**config.mk**
```make
export PLATFORM = sky130hd
export DESIGN_NAME = tiny8_core
export DESIGN_NICKNAME = d
export VERILOG_FILES = /design/src/rtl/tiny8_pkg.sv /design/src/rtl/tiny8_ctrl.sv /design/src/rtl/tiny8_dpath.sv /design/src/rtl/tiny8_core.sv
export SDC_FILE = /design/constraint.sdc
export NUM_CORES = 1
export LEC_CHECK = 0
export ABC_CLOCK_PERIOD_IN_PS = 10200
export BUFFER_PORTS_ARGS = -buffer_cell sky130_fd_sc_hd__buf_2
export CORE_MARGIN = 3
export CORE_UTILIZATION = 35
export CTS_CLUSTER_DIAMETER = 100
export DETAILED_ROUTE_END_ITERATION = 6
export GPL_TIMING_DRIVEN = 1
export PLACE_DENSITY_LB_ADDON = 0.3
export SLEW_MARGIN = 20
export SYNTH_ARGS = -nofsm -noshare
export SYNTH_HDL_FRONTEND = slang
export SYNTH_SLANG_ARGS = --single-unit
```
**constraint.sdc**
```tcl
create_clock -name clk -period 10.2 [get_ports clk]
set_clock_uncertainty 0.2 [all_clocks]
set_input_delay 0.51 -clock clk [delete_from_list [all_inputs] [get_ports clk]]
set_output_delay 0.51 -clock clk [all_outputs]
set_load 0.02 [all_outputs]
```
**src/rtl/tiny8_pkg.sv**
```systemverilog
package tiny8_pkg;

  localparam logic [7:0] OP_LOAD_A_IMM  = 8'hA9;
  localparam logic [7:0] OP_LOAD_A_ZP   = 8'hA5;
  localparam logic [7:0] OP_LOAD_Y_ZP   = 8'hA4;
  localparam logic [7:0] OP_STORE_X_ZP  = 8'h86;
  localparam logic [7:0] OP_STORE_X_ABS = 8'h8E;
  localparam logic [7:0] OP_DEC_X       = 8'hCA;
  localparam logic [7:0] OP_DEC_Y       = 8'h88;
  localparam logic [7:0] OP_INC_Y       = 8'hC8;
  localparam logic [7:0] OP_INC_ZP      = 8'hE6;
  localparam logic [7:0] OP_ROTL_A      = 8'h2A;
  localparam logic [7:0] OP_BR_NZ       = 8'hD0;
  localparam logic [7:0] OP_BR_NC       = 8'h90;
  localparam logic [7:0] OP_BR_C        = 8'hB0;
  localparam logic [7:0] OP_JUMP        = 8'h4C;
  localparam logic [7:0] OP_CALL        = 8'h20;
  localparam logic [7:0] OP_RET         = 8'h60;
  localparam logic [7:0] OP_X_TO_SP     = 8'h9A;
  localparam logic [7:0] OP_CMP_X_IMM   = 8'hE0;
  localparam logic [7:0] OP_SUB_IMM     = 8'hE9;
  localparam logic [7:0] OP_NOP         = 8'hEA;

  typedef enum logic [3:0] {
    K_IMPL, K_IMM, K_ZP_RD, K_ZP_WR, K_ABS_WR,
    K_JUMP, K_CALL, K_RET, K_BRANCH, K_ILLEGAL
  } kind_e;

  typedef enum logic [2:0] {
    A_PC, A_VEC_LO, A_VEC_HI, A_ZP_NOW, A_ZP_LO, A_ABS, A_PUSH, A_POP
  } addr_sel_e;

  typedef enum logic [1:0] {W_X, W_INC, W_RET_HI, W_RET_LO} wdat_sel_e;

  typedef enum logic [2:0] {
    P_HOLD, P_INC, P_LOAD_RD, P_LOAD_HL, P_BRANCH, P_RETURN
  } pc_sel_e;

  typedef struct packed {
    addr_sel_e addrSel;
    wdat_sel_e wdSel;
    pc_sel_e   pcSel;
    logic      memWe;
    logic      loadLo;
    logic      loadHi;
    logic      spUp;
    logic      spDown;
    logic      exec;
  } strobe_t;

  function automatic kind_e kindOf(input logic [7:0] op);
    case (op)
      OP_DEC_X, OP_DEC_Y, OP_INC_Y, OP_ROTL_A, OP_X_TO_SP, OP_NOP: kindOf = K_IMPL;
      OP_LOAD_A_IMM, OP_CMP_X_IMM, OP_SUB_IMM:                    kindOf = K_IMM;
      OP_LOAD_A_ZP, OP_LOAD_Y_ZP, OP_INC_ZP:                      kindOf = K_ZP_RD;
      OP_STORE_X_ZP:                                              kindOf = K_ZP_WR;
      OP_STORE_X_ABS:                                             kindOf = K_ABS_WR;
      OP_JUMP:                                                    kindOf = K_JUMP;
      OP_CALL:                                                    kindOf = K_CALL;
      OP_RET:                                                     kindOf = K_RET;
      OP_BR_NZ, OP_BR_NC, OP_BR_C:                                kindOf = K_BRANCH;
      default:                                                    kindOf = K_ILLEGAL;
    endcase
  endfunction

endpackage

```
**src/rtl/tiny8_ctrl.sv**
```systemverilog
module tiny8_ctrl
  import tiny8_pkg::*;
(
  input  logic       clk,
  input  logic       rst,
  input  logic [7:0] memRdata,
  output strobe_t    strb,
  output logic [7:0] curOp,
  output logic       opFetch,
  output logic       halted,
  output logic [7:0] trapOpcode
);

  typedef enum logic [3:0] {
    S_VEC0, S_VEC1, S_VEC2, S_FETCH, S_DECODE, S_OPER1, S_OPER2,
    S_MEM, S_PUSH, S_POP1, S_POP2, S_HALT
  } state_e;

  state_e     state, nextState;
  logic [7:0] opReg;
  kind_e      kind;

  // In the decode cycle the opcode is still on the read bus.
  assign curOp = (state == S_DECODE) ? memRdata : opReg;
  assign kind  = kindOf(curOp);

  always_ff @(posedge clk) begin
    if (rst) begin
      state <= S_VEC0;
      opReg <= 8'h00;
    end else begin
      state <= nextState;
      if (state == S_DECODE) opReg <= memRdata;
    end
  end

  always_comb begin
    strb      = '0;
    nextState = state;
    case (state)
      S_VEC0: begin strb.addrSel = A_VEC_LO; nextState = S_VEC1; end
      S_VEC1: begin strb.addrSel = A_VEC_HI; strb.loadLo = 1'b1; nextState = S_VEC2; end
      S_VEC2: begin strb.pcSel = P_LOAD_RD; nextState = S_FETCH; end
      S_FETCH: begin strb.addrSel = A_PC; strb.pcSel = P_INC; nextState = S_DECODE; end
      S_DECODE: begin
        case (kind)
          K_ILLEGAL: nextState = S_HALT;
          K_IMPL:    begin strb.exec = 1'b1; nextState = S_FETCH; end
          K_RET:     begin strb.addrSel = A_POP; strb.spUp = 1'b1; nextState = S_POP1; end
          default:   begin strb.addrSel = A_PC; strb.pcSel = P_INC; nextState = S_OPER1; end
        endcase
      end
      S_OPER1: begin
        strb.loadLo = 1'b1;
        nextState   = S_FETCH;
        case (kind)
          K_IMM:    strb.exec  = 1'b1;
          K_BRANCH: strb.pcSel = P_BRANCH;
          K_ZP_RD:  begin strb.addrSel = A_ZP_NOW; nextState = S_MEM; end
          K_ZP_WR:  begin strb.addrSel = A_ZP_NOW; strb.memWe = 1'b1; strb.wdSel = W_X; end
          default:  begin strb.addrSel = A_PC; strb.pcSel = P_INC; nextState = S_OPER2; end
        endcase
      end
      S_OPER2: begin
        strb.loadHi = 1'b1;
        nextState   = S_FETCH;
        case (kind)
          K_ABS_WR: begin strb.addrSel = A_ABS; strb.memWe = 1'b1; strb.wdSel = W_X; end
          K_JUMP:   strb.pcSel = P_LOAD_RD;
          default: begin
            strb.addrSel = A_PUSH; strb.memWe = 1'b1; strb.wdSel = W_RET_HI;
            strb.spDown  = 1'b1;   nextState  = S_PUSH;
          end
        endcase
      end
      S_MEM: begin
        strb.exec = 1'b1;
        nextState = S_FETCH;
        if (curOp == OP_INC_ZP) begin
          strb.addrSel = A_ZP_LO; strb.memWe = 1'b1; strb.wdSel = W_INC;
        end
      end
      S_PUSH: begin
        strb.addrSel = A_PUSH; strb.memWe = 1'b1; strb.wdSel = W_RET_LO;
        strb.spDown  = 1'b1;   strb.pcSel = P_LOAD_HL; nextState = S_FETCH;
      end
      S_POP1: begin
        strb.loadLo = 1'b1; strb.addrSel = A_POP; strb.spUp = 1'b1; nextState = S_POP2;
      end
      S_POP2: begin strb.pcSel = P_RETURN; nextState = S_FETCH; end
      S_HALT: nextState = S_HALT;
      default: nextState = S_HALT;
    endcase
  end

  assign opFetch    = (state == S_FETCH);
  assign halted     = (state == S_HALT);
  assign trapOpcode = halted ? opReg : 8'h00;

endmodule

```
**src/rtl/tiny8_dpath.sv**
```systemverilog
module tiny8_dpath
  import tiny8_pkg::*;
#(
  parameter logic [15:0] VEC_ADDR   = 16'hFFFC,
  parameter logic [7:0]  STACK_PAGE = 8'h01,
  parameter logic [7:0]  SP_INIT    = 8'hFF
) (
  input  logic        clk,
  input  logic        rst,
  input  strobe_t     strb,
  input  logic [7:0]  curOp,
  input  logic [7:0]  memRdata,
  output logic [15:0] memAddr,
  output logic [7:0]  memWdata,
  output logic        memWe,
  output logic [7:0]  regA,
  output logic [7:0]  regX,
  output logic [7:0]  regY,
  output logic [7:0]  regSp,
  output logic [15:0] regPc,
  output logic [3:0]  flags
);

  localparam logic [15:0] VEC_HI_ADDR = VEC_ADDR + 16'd1;

  logic [7:0]  accA, idxX, idxY, sp, lo, hi;
  logic [15:0] pc, retAddr;
  logic        fN, fV, fZ, fC;

  logic [7:0]  aNext, xNext, yNext, spExec, nzVal;
  logic        cNext, vNext, nzUpd, brTaken;
  logic [8:0]  subWide, cmpWide;

  assign retAddr = pc - 16'd1;

  always_comb begin
    case (strb.addrSel)
      A_VEC_LO: memAddr = VEC_ADDR;
      A_VEC_HI: memAddr = VEC_HI_ADDR;
      A_ZP_NOW: memAddr = {8'h00, memRdata};
      A_ZP_LO:  memAddr = {8'h00, lo};
      A_ABS:    memAddr = {memRdata, lo};
      A_PUSH:   memAddr = {STACK_PAGE, sp};
      A_POP:    memAddr = {STACK_PAGE, sp + 8'd1};
      default:  memAddr = pc;
    endcase
    case (strb.wdSel)
      W_INC:    memWdata = memRdata + 8'd1;
      W_RET_HI: memWdata = retAddr[15:8];
      W_RET_LO: memWdata = retAddr[7:0];
      default:  memWdata = idxX;
    endcase
  end
  assign memWe = strb.memWe;

  // Execute stage: the operand, immediate or memory, is always on memRdata.
  always_comb begin
    aNext   = accA;  xNext = idxX;  yNext = idxY;  spExec = sp;
    cNext   = fC;    vNext = fV;    nzVal  = 8'h00; nzUpd = 1'b0;
    subWide = {1'b0, accA} - {1'b0, memRdata} - {8'h00, ~fC};
    cmpWide = {1'b0, idxX} - {1'b0, memRdata};
    case (curOp)
      OP_LOAD_A_IMM, OP_LOAD_A_ZP: begin aNext = memRdata; nzVal = memRdata; nzUpd = 1'b1; end
      OP_LOAD_Y_ZP: begin yNext = memRdata;        nzVal = memRdata; nzUpd = 1'b1; end
      OP_INC_ZP:    begin nzVal = memRdata + 8'd1; nzUpd = 1'b1; end
      OP_DEC_X:     begin xNext = idxX - 8'd1;     nzVal = idxX - 8'd1; nzUpd = 1'b1; end
      OP_DEC_Y:     begin yNext = idxY - 8'd1;     nzVal = idxY - 8'd1; nzUpd = 1'b1; end
      OP_INC_Y:     begin yNext = idxY + 8'd1;     nzVal = idxY + 8'd1; nzUpd = 1'b1; end
      OP_ROTL_A: begin
        aNext = {accA[6:0], fC}; cNext = accA[7];
        nzVal = {accA[6:0], fC}; nzUpd = 1'b1;
      end
      OP_X_TO_SP:   spExec = idxX;
      OP_CMP_X_IMM: begin cNext = ~cmpWide[8]; nzVal = cmpWide[7:0]; nzUpd = 1'b1; end
      OP_SUB_IMM: begin
        aNext = subWide[7:0];
        cNext = ~subWide[8];
        vNext = (accA[7] ^ memRdata[7]) & (accA[7] ^ subWide[7]);
        nzVal = subWide[7:0]; nzUpd = 1'b1;
      end
      default: ;
    endcase
    case (curOp)
      OP_BR_NZ: brTaken = ~fZ;
      OP_BR_NC: brTaken = ~fC;
      OP_BR_C:  brTaken = fC;
      default:  brTaken = 1'b0;
    endcase
  end

  always_ff @(posedge clk) begin
    if (rst) begin
      accA <= 8'h00; idxX <= 8'h00; idxY <= 8'h00; sp <= SP_INIT;
      lo <= 8'h00; hi <= 8'h00; pc <= 16'h0000;
      fN <= 1'b0; fV <= 1'b0; fZ <= 1'b0; fC <= 1'b0;
    end else begin
      if (strb.exec) begin
        accA <= aNext; idxX <= xNext; idxY <= yNext;
        fC <= cNext;   fV <= vNext;
        if (nzUpd) begin fN <= nzVal[7]; fZ <= (nzVal == 8'h00); end
      end
      if (strb.exec)        sp <= spExec;
      else if (strb.spUp)   sp <= sp + 8'd1;
      else if (strb.spDown) sp <= sp - 8'd1;
      if (strb.loadLo) lo <= memRdata;
      if (strb.loadHi) hi <= memRdata;
      case (strb.pcSel)
        P_INC:     pc <= pc + 16'd1;
        P_LOAD_RD: pc <= {memRdata, lo};
        P_LOAD_HL: pc <= {hi, lo};
        P_BRANCH:  if (brTaken) pc <= pc + {{8{memRdata[7]}}, memRdata};
        P_RETURN:  pc <= {memRdata, lo} + 16'd1;
        default: ;
      endcase
    end
  end

  assign regA  = accA;
  assign regX  = idxX;
  assign regY  = idxY;
  assign regSp = sp;
  assign regPc = pc;
  assign flags = {fN, fV, fZ, fC};

endmodule

```
**src/rtl/tiny8_core.sv**
```systemverilog
module tiny8_core
  import tiny8_pkg::*;
#(
  parameter logic [15:0] VEC_ADDR   = 16'hFFFC,
  parameter logic [7:0]  STACK_PAGE = 8'h01,
  parameter logic [7:0]  SP_INIT    = 8'hFF
) (
  input  logic        clk,
  input  logic        rst,
  output logic [15:0] memAddr,
  output logic [7:0]  memWdata,
  output logic        memWe,
  input  logic [7:0]  memRdata,
  output logic        opFetch,
  output logic        halted,
  output logic [7:0]  trapOpcode,
  output logic [15:0] trapPc,
  output logic [7:0]  regA,
  output logic [7:0]  regX,
  output logic [7:0]  regY,
  output logic [7:0]  regSp,
  output logic [15:0] regPc,
  output logic [3:0]  flags
);

  strobe_t    strb;
  logic [7:0] curOp;

  tiny8_ctrl u_ctrl (
    .clk(clk), .rst(rst), .memRdata(memRdata), .strb(strb), .curOp(curOp),
    .opFetch(opFetch), .halted(halted), .trapOpcode(trapOpcode)
  );

  tiny8_dpath #(.VEC_ADDR(VEC_ADDR), .STACK_PAGE(STACK_PAGE), .SP_INIT(SP_INIT)) u_dpath (
    .clk(clk), .rst(rst), .strb(strb), .curOp(curOp), .memRdata(memRdata),
    .memAddr(memAddr), .memWdata(memWdata), .memWe(memWe),
    .regA(regA), .regX(regX), .regY(regY), .regSp(regSp), .regPc(regPc), .flags(flags)
  );

  // The fetch step has already moved the PC past the trapping opcode.
  assign trapPc = halted ? (regPc - 16'd1) : 16'h0000;

endmodule

```
==> impl_results.md, run 1 <==
* Clock latency on the worst-skew pair at 0.36 ns
* Final min period at 5.404 ns
* Sequential area share after synthesis at 0.1731
* Critical Path AT at roughly 4.7 ns
* DRT Pass-1 Iters at 6
* Largest area contributor in the netlist: dfxtp_1
* DR vias at 10040
* Worst-margin pin slew at 1.060 ns
* Synth top area share at 0.1731
* Total grt overflow at 0
* Synth Register Bits at 80
* Initial Util at 0.3622
* Async SR Flop Fraction at 0
* Antenna violations before repair at 0
* Pre-CTS WS at 5.374 ns
* Crit. End Element: output port
* Cell area after synthesis at 0.009251 sq mm
* Post-synth top cells: nor2_1 (150), nand2_1 (125), a21oi_1 (95), dfxtp_1 (80), clkbuf_1 (67)
* Die ar. at 0.02842 sq mm
* Net Count, Synth at about 1400
* Residual DRC count at 0
* Hold WS at roughly 0.26 ns
* Critical path required time at 9.49 ns
* Clk buf depth at 2
* Global-route usage over all layers at 0.2384
* Fin crit share at 0.5298
* # diodes at 0
* Total CTS buffers at 9
* Hold Path Class: flop to flop
* Post-CTS setup buffers at 0
* Max-cap violations at 0
* Ys flop type: dfxtp_1
* Avg Cell Area, Syn at 7.149 sq um
* Hpwl dp at 24930 um
* Crit path kind: flop to output port
* Synthesis-to-finish area growth at 8.912%
* Filler instances at 2710
* WL final at 34850 um
* Synth top area cells: dfxtp_1 (17%), ha_1 (6.1%), nor2_1 (6.1%), a21oi_1 (5.1%), nand2_1 (5.1%)
* CTS root buf: clkbuf_16
* Register area at approximately 0.0016 sq mm
* Vias in the first global route at 9114
* Htree depth at 3
* Largest net degree at the start of global routing at slightly below 80
* Clk slew on worst S/H paths at ~0.070 ns
* Final Setup Violations at 0
* Cell Rows at between 50 and 60
* Peak Freq at 185.0 MHz
* Global Route met1 Usage at 0.3545
* I/O Buffers at 112
* Die X at 168.6 um
* Global routing usage on met3 at 0.03947
* Number of synthesized flops with an enable pin at 0
* Cell variety after synth at 95
* Final slew viol count at 0
* First-pass GRT wire length at between 50000 and 60000 um
* Dpl cells at between 1500 and 2000
* Max VDD drop at 0.07790 mV
* Detail Route Antenna Nets at 0
* Core area at 0.02554 sq mm
* CTS sink cnt at 80
* Setup repair after global routing missed its margin: false
* Global route hottest layer: met1
* Non-filler cells, final at 1651
* Top-count cell post-synth: nor2_1
* Leakage at 4.071 nW
* Crit Path Max Fanout at 20
* R2r startpoint: u_ctrl.state[1]
* Post-cts gate resize count at 0
* Hold-fix buffers, CTS at 0
* NumNets Final at 1375
* P per Cell Area at around 150 mW/mm^2
* IO Pins at between 100 and 150
* Final TNS setup at 0 ns
* Layout cell share with drive strength beyond 1 at 0.1499
* Crit path from: u_ctrl.state[1]
* Placer Congestion at approximately 0.93
* YS warnings at 0
* Relative slew margins at 0.2931
* Hold violation count in the final report at 0
* Post-Synthesis Cells at 1294
* Status: finished, final reports clean
* Met2 Use GR at 0.3517
* Min-Delay Startpoint: u_dpath.hi[2]
* WL/cell at 21.11 um
* Vias/cell at 6.078
* Worst Setup Start Kind: flop
* Die height at between 150 and 200 um
* DRT iter0 DRCs at between 1000 and 1500
* Multi-input gate area at 0.006928 sq mm
* Final WS setup at 4.796 ns
* TritonCTS clock tree: yes
-- state kept, by name (all words and copies together) (netlist names) --
name,count
u_dpath.lo,8
u_dpath.fC,1
u_dpath.fV,1
u_ctrl.opReg,8
u_dpath.regX,8
u_dpath.fN,1
u_dpath.regA,8
u_ctrl.state,4
u_dpath.regSp,8
u_dpath.regPc,16
u_dpath.regY,8
u_dpath.hi,8
u_dpath.fZ,1
-- path summary, 6_finish.rpt --
kind | cells after the start | slack (ns) | end
worst max-delay path | 9 | 4.80 | memAddr[3]
worst min-delay path | 2 | 0.26 | u_dpath.hi[2]
worst max register to register | 8 | 5.50 | u_dpath.regSp[4]
worst min register to register | 2 | 0.26 | u_dpath.hi[2]
-- critical path, stage by stage, from the launching register on --
cell and delay [ns]:
dfxtp_1 0.73, nand2b_1 0.18, nor2_1 0.70, nand3_1 0.33, o21ai_1 0.72, nand2_1 0.71
nor3b_1 0.43, a221oi_1 0.09, a31oi_1 0.24, buf_2 0.20
-- layout by cell type (no fill, tap or decap), drive strengths merged, types with 13 or more instances in the layout --
master / n
nor2: 151
nand2: 125
buf: 120
a21oi: 99
dfxtp: 80
o21ai: 66
inv: 56
nand3: 51
xnor2: 48
ha: 45
nor3: 39
a211oi: 28
xor2: 27
a31oi: 25
a22oi: 20
nor2b: 19
mux2i: 19
a221oi: 18
nand2b: 17
and3: 17
nor4: 15
a21o: 14
o22ai: 14
a311oi: 13
-- per-layer routing --
layer	wire length (um)	vias to the layer above
li1	-	4773
met1	16280	4710
met2	14850	485
met3	2834	67
met4	890	0
met5	0	-
-- stage by stage --
step,power (W),util,instance area (sq um)
final,0.001491,0.3944,10080
after global routing,0.001576,0.3944,10080
after CTS,0.001485,0.3944,10080
after detailed placement,0.001132,0.3824,9769
after global placement,0.001127,0.3824,9769
after floorplan,0.0009240,-,9251
-- cell type report --
| class | count | share of cell area |
|---|---|---|
| clock buffer | 10 | 0.02372 |
| multi-input combinational | 1050 | 0.6876 |
| timing repair buffer | 120 | 0.06159 |
| tap | 330 | 0.04098 |
| clock inverter | 6 | 0.006706 |
| inverter | 55 | 0.02049 |
| sequential | 80 | 0.1589 |
-- report_power, final --
group          switching [W]  total (W)  internal (W)
Combinational       0.000459   0.000716      0.000257
Sequential         0.0000838   0.000421      0.000338
Clock               0.000155   0.000353      0.000198
Total               0.000698    0.00149      0.000792
-- kinds of logic (layout without fill, tap and decap cells) --
kind of cell | after synthesis | after routing | synth area share
AO/OA/AOI/OAI | 381 | 381 | 0.2878
XOR/XNOR | 75 | 75 | 0.07100
adder cells (fa/ha/maj) | 49 | 49 | 0.06952
buffers and inverters | 164 | 191 | 0.07871
flip-flops | 80 | 80 | 0.1731
multiplexers | 29 | 29 | 0.03354
AND/OR/NAND/NOR | 516 | 516 | 0.2863
Power figures use the tool's default switching activity.
==> run 2, diff against run 1 <==
- ABC_CLOCK_PERIOD_IN_PS: 10200 -> 4700
- clock period: 10.2 -> 4.7 ns (I/O delays scaled with it)
==> impl_results.md, run 2 (synthesis results as in run 1) <==
* TritonCTS clock tree: yes (unchanged)
* Core area at 0.02554 sq mm (unchanged)
* Critical Path End: memAddr[7] (was memAddr[3])
* Hpwl dp at 25920 um (was 24930 um)
* Antenna violations before repair at 0 (unchanged)
* Most common cell after layout, fill and taps aside: nor2_1 (unchanged)
* Design area at 0.01019 sq mm (was 0.01008 sq mm)
* Global-route usage over all layers at 0.2383 (was 0.2384)
* Multi-input gate area at 0.006928 sq mm (unchanged)
* Critical path required time at 4.26 ns (was 9.49 ns)
* Worst Setup Start Kind: flop (unchanged)
* Htree depth at 3 (unchanged)
* Max-cap violations at 0 (unchanged)
* Leakage at 4.152 nW (was 4.071 nW)
* DRT iter0 DRCs at 1231 (was 1049)
* Layout cell share with drive strength beyond 1 at 0.1594 (was 0.1499)
* Post-CTS setup buffers at 0 (unchanged)
* Min-Delay Startpoint: memRdata[0] (was u_dpath.hi[2])
* Dpl cell area at 0.009902 sq mm (was 0.009769 sq mm)
* Filler instances at 2731 (was 2710)
* Relative slew margins at 0.3143 (was 0.2931)
* DR vias at 10250 (was 10040)
* Crit path kind: flop to output port (unchanged)
* Hold Path Class: primary input to flop (was flop to flop)
* Final TNS setup at 0 ns (unchanged)
* Detail Route Antenna Nets at 0 (unchanged)
* Synthesis-to-finish area growth at 10.16% (was 8.912%)
* WL final at 35040 um (was 34850 um)
* Critical Path AT at 3.95 ns (was 4.69 ns)
* Fin crit share at 0.9338
* Die height at 168.6 um (unchanged)
* Crit Path Max Fanout at 29 (was 20)
* Cell Rows at 58 (unchanged)
* Vias in the first global route at 9105 (was 9114)
* I/O Buffers at 112 (unchanged)
* Peak Freq at 227.8 MHz
* R2r startpoint: u_ctrl.state[3] (was u_ctrl.state[1])
* DRT Pass-1 Iters at 7 (was 6)
* Residual DRC count at 0 (unchanged)
* Crit path from: u_ctrl.state[1] (unchanged)
* Final slew viol count at 0 (unchanged)
* Total CTS buffers at 9 (unchanged)
* Die ar. at 0.02842 sq mm (unchanged)
* Max FFs per register at 16 (unchanged)
* Crit. End Element: output port (unchanged)
* IO Pins at 113 (unchanged)
* # diodes at 0 (unchanged)
* Clk slew on worst S/H paths at 0.06 ns (was 0.07 ns)
* NumNets Final at 1391 (was 1375)
* Max incr delay on CP at 0.75 ns (was 0.73 ns)
* Vias/cell at 6.152 (was 6.078)
* Status: finished, final reports clean (unchanged)
* Total grt overflow at 0 (unchanged)
* P per Cell Area at 315.7 mW/mm^2 (was 147.9 mW/mm^2)
* CTS root buf: clkbuf_16 (unchanged)
* Register area at 0.001603 sq mm (was 0.001602 sq mm)
* Clock latency on the worst-skew pair at 0.36 ns (about the same)
* Largest net degree at the start of global routing at 42 (was 79)
* Max VDD drop at 0.2075 mV (was 0.07790 mV)
* CP max stage cell: dfxtp_1 (unchanged)
* Placer Congestion at 0.9526 (was 0.9306)
* WL/cell at 21.03 um (was 21.11 um)
* First-pass GRT wire length at 54360 um (was 54180 um)
* R2R depth at 13 (was 8)
* Hold violation count in the final report at 0 (unchanged)
* Final min period at 4.389 ns
* Commonest cells after routing, fill and taps aside: nor2_1 (150), nand2_1 (125), buf_2 (112) (unchanged)
* Setup slack, reg-to-reg at 0.67 ns (was 5.50 ns)
* Worst-margin pin slew at 1.026 ns (was 1.060 ns)
* Clk buf depth at 2 (unchanged)
* Final Setup Violations at 0 (unchanged)
* CTS sink cnt at 80 (unchanged)
* Initial Util at 0.3622 (unchanged)
* Capturing point of the worst reg2reg path: u_dpath.regPc[14] (was u_dpath.regSp[4])
* Hold-fix buffers, CTS at 0 (unchanged)
* Critical path cell sequence: or4b_4 -> nand4b_2 -> o32ai_2 -> o21ai_1 -> buf_4 -> a21oi_1 -> nand2_1 -> a31oi_1 -> buf_2 (was nand2b_1 -> nor2_1 -> nand3_1 -> o21ai_1 -> nand2_1 -> nor3b_1 -> a221oi_1 -> a31oi_1 -> buf_2)
* Setup repair after global routing missed its margin: false (unchanged)
* Die X at 168.6 um (unchanged)
[run 2: cell types whose count changed in the layout (fill, tap and decap cells not counted), sizes merged]
cell and delta:
buf +16, clkbuf +1, clkinvlp -2, clkinv +1, inv -1
[run 2: what timing repair did]
| action | in CTS | in global routing |
|---|---|---|
| resized for setup | 0 | 1 |
| endpoints found under the setup margin | 0 | 1 |
| endpoints found under the hold margin | 0 | 0 |
[run 2: worst min path at each step]
stage               cells after the start  slack (ns)              end
floorplan                               2        0.24    u_dpath.hi[3]
global placement                        2        0.25    u_dpath.hi[4]
detailed placement                      2        0.26    u_dpath.hi[4]
CTS                                     3        0.10  u_dpath.regA[0]
global route                            3        0.13  u_ctrl.opReg[4]
finish                                  3        0.11  u_dpath.regA[0]
[run 2: power breakdown]
| group | internal (W) | switching, W | total (W) | leakage, nW |
|---|---|---|---|---|
| Sequential | 0.000733 | 0.000172 | 0.000905 | 0.650 |
| Combinational | 0.000570 | 0.00101 | 0.00158 | 3.36 |
| Clock | 0.000421 | 0.000309 | 0.000730 | 0.145 |
[run 2: routing by layer]
| layer | routed length (um) | track usage | vias to the layer above |
|---|---|---|---|
| met2 | 14910 | 0.3534 | 531 |
| li1 | - | - | 4797 |
| met1 | 15890 | 0.3568 | 4859 |
| met4 | 944 | 0.07257 | 0 |
| met3 | 3297 | 0.03223 | 62 |
| met5 | 0 | 0 | - |
[run 2: through the flow]
stage	util	power [W]	cells	hold WS (ns)	worst slack, ns
2_1_floorplan	-	0.002005	1294	0.2357	1.320
3_3_place_gp	0.3876	0.002463	1651	0.2514	0.8378
3_5_place_dp	0.3876	0.002472	1651	0.2627	0.7257
4_1_cts	0.3989	0.003197	1666	0.1004	0.3367
5_1_grt	0.3990	0.003398	1666	0.1254	0.1044
6_report	0.3990	0.003218	1666	0.1099	0.3111
[run 2: final cells by class]
class / count / share of cell area
clock buffers: 11 / 0.02382
clock inverters: 4 / 0.004420
inverters: 55 / 0.02026
multi-input cells: 1050 / 0.6798
flip-flops and latches: 80 / 0.1573
well taps: 330 / 0.04052
repair buffers: 136 / 0.07391
[run 2: worst max-delay path, delay by kind of cell (launching register included)]
family / cells / cell delay [ns]
compound gates: 4 / 1.40
simple gates: 3 / 0.99
flops: 1 / 0.75
buf+inv: 2 / 0.46
==> run 3, diff against run 2 <==
- CORE_ASPECT_RATIO: not set -> 0.6
- CORE_MARGIN: 3 -> not set
- CORE_UTILIZATION: 35 -> 40
==> impl_results.md, run 3 (synthesis results as in run 1) <==
* Core area at 0.02233 sq mm (was 0.02554 sq mm)
* CP Buf/Inv Count at 2 (unchanged)
* Critical path required time at 4.26 ns (about the same)
* Max-cap violations at 0 (unchanged)
* Leakage at 4.170 nW (was 4.152 nW)
* Clk buf depth at 2 (unchanged)
* Cell Rows at 42 (was 58)
* Worst Setup Start Kind: flop (unchanged)
* Commonest cells after routing, fill and taps aside: nor2_1 (150), nand2_1 (125), buf_2 (112) (unchanged)
* Antenna violations before repair at 0 (unchanged)
* IO Pins at 113 (unchanged)
* WL final at 35840 um (was 35040 um)
* Hpwl dp at 26570 um (was 25920 um)
* Most frequent CP cell: nor2_1
* Fin crit share at 0.9426 (was 0.9338)
* Clock latency on the worst-skew pair at 0.36 ns (about the same)
* Die X at 198.3 um (was 168.6 um)
* Crit. End Element: output port (unchanged)
* Hold Path Class: primary input to flop (unchanged)
* DRT iter0 DRCs at 1399 (was 1231)
* I/O Buffers at 112 (unchanged)
* Clk slew on worst S/H paths at 0.06 ns (about the same)
* TritonCTS clock tree: yes (unchanged)
* Status: finished, final reports clean (unchanged)
* Crit Path Max Fanout at 27 (was 29)
* CTS sink cnt at 80 (unchanged)
* Critical Path AT at 4.00 ns (was 3.95 ns)
* Relative slew margins at 0.2904 (was 0.3143)
* Hold violation count in the final report at 0 (unchanged)
* Worst-margin pin slew at 1.061 ns (was 1.026 ns)
* Total CTS buffers at 9 (unchanged)
* Residual DRC count at 0 (unchanged)
* Max VDD drop at 0.1986 mV (was 0.2075 mV)
* Hold WS at 0.1219 ns (was 0.1099 ns)
* Final TNS setup at 0 ns (unchanged)
* Die height at 119.8 um (was 168.6 um)
* Peak Freq at 225.7 MHz (was 227.8 MHz)
* R2r startpoint: u_ctrl.state[3] (unchanged)
* Setup repair after global routing missed its margin: false (unchanged)
* Sw Pwr at 0.001493 W (was 0.001494 W)
* Crit path from: u_ctrl.state[1] (unchanged)
* DR vias at 10410 (was 10250)
* Clock power frac at 0.229 (was 0.227)
* Global-route usage over all layers at 0.3027 (was 0.2383)
* P per Cell Area at 316.3 mW/mm^2 (was 315.7 mW/mm^2)
* Total grt overflow at 0 (unchanged)
* Flop pwr share at 0.284 (was 0.281)
* Placer Congestion at 0.9675 (was 0.9526)
* Max FFs per register at 16 (unchanged)
* Synthesis-to-finish area growth at 10.20% (was 10.16%)
* WL/cell at 21.73 um (was 21.03 um)
* Final Setup Violations at 0 (unchanged)
* First-pass GRT wire length at 55010 um (was 54360 um)
* Vias in the first global route at 9158 (was 9105)
* Critical path cell sequence: nor4b_4 -> buf_4 -> o2111ai_1 -> o2bb2ai_2 -> o21a_1 -> nor2_1 -> nand3_1 -> nor2_1 -> a21oi_1 -> buf_2 (was or4b_4 -> nand4b_2 -> o32ai_2 -> o21ai_1 -> buf_4 -> a21oi_1 -> nand2_1 -> a31oi_1 -> buf_2)
* Htree depth at 3 (unchanged)
* CTS root buf: clkbuf_16 (unchanged)
* Vias/cell at 6.312 (was 6.152)
* DRT Pass-1 Iters at 6 (was 7)
* Cell family with most CP delay: compound AO/OA/AOI/OAI gates (unchanged)
* Most common cell after layout, fill and taps aside: nor2_1 (unchanged)
* NumNets Final at 1395 (was 1391)
* Min-Delay Startpoint: memRdata[1] (was memRdata[0])
* Sw Ratio at 0.4629 (was 0.4644)
* Logic pwr share at 0.487 (was 0.492)
* Post-CTS setup buffers at 0 (unchanged)
* Final slew viol count at 0 (unchanged)
* Max incr delay on CP at 0.68 ns (was 0.75 ns)
* Final min period at 4.430 ns (was 4.389 ns)
* Internal power at 0.001732 W (was 0.001724 W)
* Layout cell share with drive strength beyond 1 at 0.1626 (was 0.1594)
* CP max stage cell: nor4b_4 (was dfxtp_1)
* # diodes at 0 (unchanged)
* Initial Util at 0.4142 (was 0.3622)
* Crit path kind: flop to output port (unchanged)
* Die ar. at 0.02376 sq mm (was 0.02842 sq mm)
* Largest net degree at the start of global routing at 78 (was 42)
* Detail Route Antenna Nets at 0 (unchanged)
run 3: worst paths after layout:
path                       end  slack (ns)  cells after the start
max                 memAddr[0]        0.27                     10
min            u_ctrl.opReg[1]        0.12                      3
max reg2reg  u_dpath.regPc[12]        0.54                     12
min reg2reg      u_dpath.hi[6]        0.27                      2
run 3: power groups by stage:
stage	Clock, W	Sequential, W	Combinational (W)
2_1_floorplan	0	0.000853	0.00115
3_3_place_gp	0	0.000924	0.00151
3_5_place_dp	0	0.000919	0.00153
4_1_cts	0.000746	0.000904	0.00153
5_1_grt	0.000770	0.000919	0.00170
6_report	0.000738	0.000915	0.00157
run 3: routing by layer:
| metal | share of wire | routed length, um | track usage | vias to the layer above |
|---|---|---|---|---|
| li1 | - | - | - | 4815 |
| met1 | 0.48 | 17120 | 0.4801 | 4852 |
| met2 | 0.36 | 12880 | 0.3732 | 692 |
| met3 | 0.14 | 5156 | 0.1023 | 49 |
| met4 | 0.019 | 680 | 0.06395 | 0 |
| met5 | 0 | 0 | 0 | - |
run 3: per-stage QoR:
| step | util | power, W | cell area (sq um) | instances | setup WS (ns) |
|---|---|---|---|---|---|
| finish | 0.4565 | 0.003225 | 10190 | 1649 | 0.2699 |
| global route | 0.4565 | 0.003389 | 10190 | 1649 | 0.04703 |
| CTS | 0.4563 | 0.003185 | 10190 | 1649 | 0.1387 |
| detailed placement | 0.4429 | 0.002446 | 9892 | 1633 | 0.5106 |
| global placement | 0.4429 | 0.002437 | 9892 | 1633 | 0.6817 |
| floorplan | - | 0.002005 | 9251 | 1294 | 1.320 |
run 3: layout make-up:
type	count	area, sq um
sequential	80	1602
clock buffer	11	242.7
clock inverter	5	56.30
timing repair buffer	140	770.7
inverter	55	206.4
fill	2325	12140
tap	308	385.4
multi-input combinational	1050	6932
run 3: tightest hold or removal path, delay by kind of cell:
family	cells	cell delay, ns
compound gates	1	0.06
buf+inv	1	0.22
simple gates	1	0.10
run 3: repair_timing:
item                                    in CTS  in global routing
hold endpoints to repair                     0                  0
hold buffers                                 0                  0
gates resized for setup                      0                  1
endpoints found under the setup margin       0                  6
